==> src/rtl/prio_intc.sv <==
module prio_intc #(
  parameter int N_INT    = 56,
  parameter int N_EXT    = 7,
  parameter int PRIO_W   = 4,
  parameter int VEC_W    = 8,
  parameter int VEC_BASE = 64,
  parameter int SPUR_VEC = 24,
  parameter int IDX_W    = $clog2(N_INT + N_EXT)
) (
  input  logic               clk,
  input  logic               rst_n,
  input  logic [N_INT-1:0]   irq_int,
  input  logic [N_EXT-1:0]   irq_ext,
  input  logic               cfg_we,
  input  logic [IDX_W-1:0]   cfg_idx,
  input  logic [2:0]         cfg_level,
  input  logic [PRIO_W-1:0]  cfg_prio,
  input  logic               cfg_mask,
  input  logic [2:0]         cpu_mask_lvl,
  input  logic               iack,
  output logic [2:0]         req_level,
  output logic [VEC_W-1:0]   req_vector,
  output logic               ack_valid,
  output logic [VEC_W-1:0]   ack_vector
);
  localparam int N_SRC = N_INT + N_EXT;
  localparam int KEY_W = 3 + PRIO_W;

  logic [2:0]        lvl_q  [N_INT];
  logic [PRIO_W-1:0] prio_q [N_INT];
  logic [N_SRC-1:0]  mask_q;
  logic [2:0]        src_lvl  [N_SRC];
  logic [PRIO_W-1:0] src_prio [N_SRC];
  logic [N_SRC-1:0]  irq_all;
  logic              iack_q;

  assign irq_all = {irq_ext, irq_int};

  for (genvar i = 0; i < N_INT; i++) begin : g_int
    assign src_lvl[i]  = lvl_q[i];
    assign src_prio[i] = prio_q[i];
  end
  for (genvar k = 0; k < N_EXT; k++) begin : g_ext
    assign src_lvl[N_INT+k]  = 3'(k + 1);
    assign src_prio[N_INT+k] = '1;
  end

  always_ff @(posedge clk or negedge rst_n) begin
    if (!rst_n) begin
      mask_q <= '1;
      for (int i = 0; i < N_INT; i++) begin
        lvl_q[i]  <= '0;
        prio_q[i] <= '0;
      end
    end else if (cfg_we) begin
      for (int i = 0; i < N_SRC; i++)
        if (cfg_idx == IDX_W'(i)) mask_q[i] <= cfg_mask;
      for (int i = 0; i < N_INT; i++)
        if (cfg_idx == IDX_W'(i)) begin
          lvl_q[i]  <= cfg_level;
          prio_q[i] <= cfg_prio;
        end
    end
  end

  logic             found;
  logic [KEY_W-1:0] best_key, key_c;
  logic [IDX_W-1:0] best_idx;
  logic [VEC_W-1:0] win_vec;

  always_comb begin
    found    = 1'b0;
    best_key = '0;
    best_idx = '0;
    key_c    = '0;
    for (int i = 0; i < N_SRC; i++) begin
      key_c = {src_lvl[i], src_prio[i]};
      if (irq_all[i] && !mask_q[i] && src_lvl[i] != 3'd0 &&
          (src_lvl[i] > cpu_mask_lvl || src_lvl[i] == 3'd7) &&
          (!found || key_c > best_key)) begin
        found    = 1'b1;
        best_key = key_c;
        best_idx = IDX_W'(i);
      end
    end
  end

  assign win_vec = found ? VEC_W'(VEC_BASE) + VEC_W'(best_idx) : VEC_W'(SPUR_VEC);

  always_ff @(posedge clk or negedge rst_n) begin
    if (!rst_n) begin
      req_level  <= '0;
      req_vector <= VEC_W'(SPUR_VEC);
      iack_q     <= 1'b0;
      ack_valid  <= 1'b0;
      ack_vector <= VEC_W'(SPUR_VEC);
    end else begin
      req_level  <= found ? best_key[KEY_W-1 -: 3] : 3'd0;
      req_vector <= win_vec;
      iack_q     <= iack;
      ack_valid  <= iack;
      if (iack && !iack_q) ack_vector <= win_vec;
    end
  end
endmodule

==> config.mk <==
export PLATFORM = sky130hd
export DESIGN_NAME = prio_intc
export DESIGN_NICKNAME = d
export VERILOG_FILES = /design/src/rtl/prio_intc.sv
export SDC_FILE = /design/constraint.sdc
export NUM_CORES = 2
export LEC_CHECK = 0
export BUFFER_PORTS_ARGS = -buffer_cell sky130_fd_sc_hd__buf_2
export CORE_ASPECT_RATIO = 1.25
export CORE_MARGIN = 2
export CORE_UTILIZATION = 30
export CTS_CLUSTER_SIZE = 14
export DETAILED_ROUTE_END_ITERATION = 16
export GPL_ROUTABILITY_DRIVEN = 0
export SLEW_MARGIN = 20
export SYNTH_ARGS = -nofsm -noshare
export SYNTH_HDL_FRONTEND = slang
export SYNTH_SLANG_ARGS = --single-unit
==> constraint.sdc <==
create_clock -name clk -period 122.6 [get_ports clk]
set_input_delay 6.13 -clock clk [delete_from_list [all_inputs] [get_ports clk]]
set_output_delay 6.13 -clock clk [all_outputs]
set_load 0.005 [all_outputs]
==> key figures <==
Global routing
  • Met3 capacity usage during global routing: between 2 and 2.5%
  • Initial antenna violation count: 18
  • Met2 usage: between 30% and 40%
  • Largest net degree at the start of global routing: 140
  • Overflow after GRT: 0
  • Via count of the first global-routing pass: about 38000
  • Wire length of the first global-routing pass: 218000 um
  • GR Util met1: 22.3%
  • Busiest layer in global routing: met2
  • Global Route Usage Sum: a little under a fifth

Synth
  • Library cell with the largest summed area after synthesis: dfrtp_1
  • Most frequently used cell type in the post-synthesis netlist: mux2_2
  • Share of synthesized area occupied by flip-flops and latches: a little over a quarter
  • Leading post-synthesis cells by instance count: mux2_2, ha_1, nand2_1
  • Number of storage elements in the synthesis netlist: between 400 and 500
  • Synthesized netlist cell count: roughly 5000
  • Average size of a mapped cell: 8.77 sq um
  • Area fraction of the dominant cell type after synthesis: 23.3%
  • Synthesis warning total: 0
  • Commonest register cell after synthesis: dfrtp_1
  • Count of cell types in the netlist: 136
  • FFs w/ async S/R, synth: 100%
  • Post-synth design cell area: 43600 sq um
  • Number of flops mapped to enable cells by yosys: 0
  • Most area-consuming cells after synthesis: dfrtp_1, ha_1, mux2_2, o21ai_0, dfstp_2

Routing
  • Initial drt markers: 2363
  • Detailed-route DRC error count: 0
  • Final wirelength: roughly 140000 um
  • Detail Route Antenna Nets: 0
  • Post-detailed-route via-to-cell ratio: 5.54
  • Total iterations of the first detailed-routing run: 6
  • Routed length per instance: 19.9 um
  • Total via count after detailed routing: between 30000 and 40000

Clock tree
  • CTS tree: yes
  • TritonCTS Buffers: 56
  • Num Clock Sinks: roughly 470
  • Clock transition at the register clock pins on the worst setup and hold paths after CTS: 60 ps
  • H-tree level count: 2
  • Longest Clk Path Bufs: 3
  • Count of hold buffers inserted by post-cts repair: 0
  • Root buf cell: clkbuf_16
  • Clock latency on the worst-skew pair: 670 ps

Flow run
  • Number of violations of the max-capacitance limit: 0

Setup path
  • Data arrival time of the critical path: 115380 ps
  • End of the worst register-to-register path: ack_vector[5]
  • Largest driver fanout on the critical path: 16
  • Crit path required time: 123100 ps
  • Critical path startpoint category: input pin
  • Setup crit end kind: flip-flop
  • Register-to-Register Path Depth: roughly 570
  • Critical path class: in -> reg
  • Reg2reg setup slack: 13000 ps
  • Cell with the largest stage delay on the worst path: or4_4
  • Largest stage delay on the critical path: 590 ps
  • Worst reg2reg path startpoint: lvl_q[167]
  • Most prevalent standard cell on the critical path: o21ai_0

Place
  • Total half-perimeter wirelength after legalization and detailed placement: 106000 um
  • Port-buffer cells: 101
  • Post-Place Worst Slack: slightly below 900 ps
  • Placed Instance Area: 47200 sq um

Die
  • Initial Utilization: 30.2%
  • Core area: 144000 sq um
  • Die height: 430 um
  • Number of placed I/O pins: 104
  • Placement row count: 156
  • Die extent in x: 345 um
  • Area enclosed by the die boundary: 149000 sq um

Finish
  • Layout cell share with drive strength beyond 1: 22.8%
  • Final non-filler cell area: 50100 sq um
  • Filler Cell Count: 14800
  • Nets: between 5000 and 6000
  • Synthesis-to-finish area growth: 14.8%

STA
  • Final period demand of the worst path: about 110000 ps
  • Post-route clock period utilization: 93.7%
  • Max transition margin: 23.4%
  • Finish-stage setup viols: 0
  • Final slew viol count: 0
  • Final total negative setup slack: 0 ps
  • Fin Clk Skew: 49.3 ps
  • Final worst setup slack: 7720 ps
  • FMAX: 0.00870 GHz
  • Endpoints failing hold: 0
  • Final Hold Slack: 505 ps
  • Slew at the pin closest to its max-slew limit: 1140 ps

Worst hold path
  • Worst hold path cell count: 1
  • Endpoint of the worst hold path: prio_q[52]
  • Path category of the worst min-delay check: reg -> reg
  • Hold_sp: prio_q[52]

Outcome
  • Run status: completed
==> cell type report <==
class	instances	area (sq um)	share of cell area [%]
clock buffer	67	1550	3.10
timing repair buffer	318	2200	4.39
sequential	473	11900	23.8
clock inverter	38	581	1.16
inverter	374	1410	2.81
multi-input combinational	3944	30100	60.0
tap	1896	2370	4.73
antenna	6	15.0	0.0300
==> critical path: cells and delay by family <==
| family | cells | cell delay, ps |
|---|---|---|
| multiplexers | 31 | 9390 |
| buffers and inverters | 41 | 5180 |
| AND/OR/NAND/NOR | 177 | 28140 |
| AO/OA/AOI/OAI | 263 | 49390 |
| adder cells (fa/ha/maj) | 59 | 16940 |
==> stage by stage <==
step | std cells | utilization [%]
after floorplan | 4978 | -
after global placement | 6961 | 32.7
after detailed placement | 6961 | 32.7
after CTS | 7066 | 34.1
after global routing | 7113 | 34.7
final | 7116 | 34.7
==> cells by family (layout without fill, tap and decap cells) <==
kind of cell | count (synthesis) | after routing | synth area share (%)
AO/OA/AOI/OAI | 1389 | 1390 | 21.4
XOR/XNOR | 62 | 62 | 1.28
adder cells (fa/ha/maj) | 464 | 464 | 13.3
buffers and inverters | 562 | 797 | 4.95
flip-flops | 473 | 473 | 27.3
multiplexers | 571 | 571 | 14.6
other | 1 | 8 | 0.00859
AND/OR/NAND/NOR | 1455 | 1455 | 17.2
==> routing by layer <==
layer | part of all wire [%] | wire length, um
met1 | 42 | 59800
met2 | 48 | 68300
met3 | 4.5 | 6350
met4 | 4.9 | 6960
met5 | 0.060 | 85
==> flip-flops by register name, summed over array words and instances, names as in the netlist <==
signal and cells:
lvl_q 168, iack_q 1, mask_q 63, req_vector 7
ack_vector 7, prio_q 224, req_level 3
==> repair_timing <==
action	in CTS	in global routing
buffers inserted	0	43
endpoints found under the setup margin	0	15
resized for setup	0	118
==> how the worst max path moves through the flow <==
stage / from / end / slack (ps) / cells past startpoint
CTS: cpu_mask_lvl[2] / ack_vector[4] / 1200 / 572
finish: cpu_mask_lvl[2] / ack_vector[5] / 7720 / 571
detailed placement: cpu_mask_lvl[2] / ack_vector[3] / 870 / 572
global route: cpu_mask_lvl[2] / ack_vector[2] / -410 / 578
global placement: cpu_mask_lvl[2] / ack_vector[4] / 3270 / 571
floorplan: cpu_mask_lvl[2] / req_level[2] / 7740 / 600
==> cells in the final DEF (no fill, tap or decap), types with 16 or more instances in the layout <==
| master | netlist | layout |
|---|---|---|
| mux2_2 | 473 | 473 |
| ha_1 | 458 | 458 |
| nand2_1 | 444 | 437 |
| dfrtp_1 | 406 | 406 |
| o21ai_0 | 405 | 388 |
| inv_1 | 373 | 371 |
| nor2_1 | 265 | 260 |
| a21oi_1 | 260 | 254 |
| buf_4 | 6 | 215 |
| a31oi_1 | 104 | 100 |
| buf_2 | 18 | 98 |
| nand3_1 | 91 | 90 |
| a21o_1 | 80 | 78 |
| nor2b_1 | 79 | 77 |
| mux2i_1 | 82 | 74 |
| nor3_1 | 79 | 74 |
| nand2b_1 | 71 | 70 |
| dfstp_2 | 67 | 67 |
| and3_1 | 62 | 62 |
| nand4_1 | 61 | 61 |
| clkbuf_16 | 0 | 57 |
| o21ai_1 | 36 | 48 |
| xnor2_1 | 48 | 48 |
| a211oi_1 | 48 | 45 |
| and2_1 | 48 | 45 |
| nand3b_1 | 44 | 44 |
| o21a_1 | 45 | 43 |
| nor4_1 | 32 | 31 |
| o211ai_1 | 30 | 30 |
| or2_2 | 29 | 29 |
| o31ai_1 | 30 | 29 |
| and3b_1 | 26 | 26 |
| or3_1 | 26 | 25 |
| o22ai_1 | 21 | 17 |
| a22oi_1 | 18 | 17 |
| and4_1 | 16 | 16 |
Power is not shown: default switching activity piles up to over one toggle a cycle in this logic, so the estimate is an artifact.
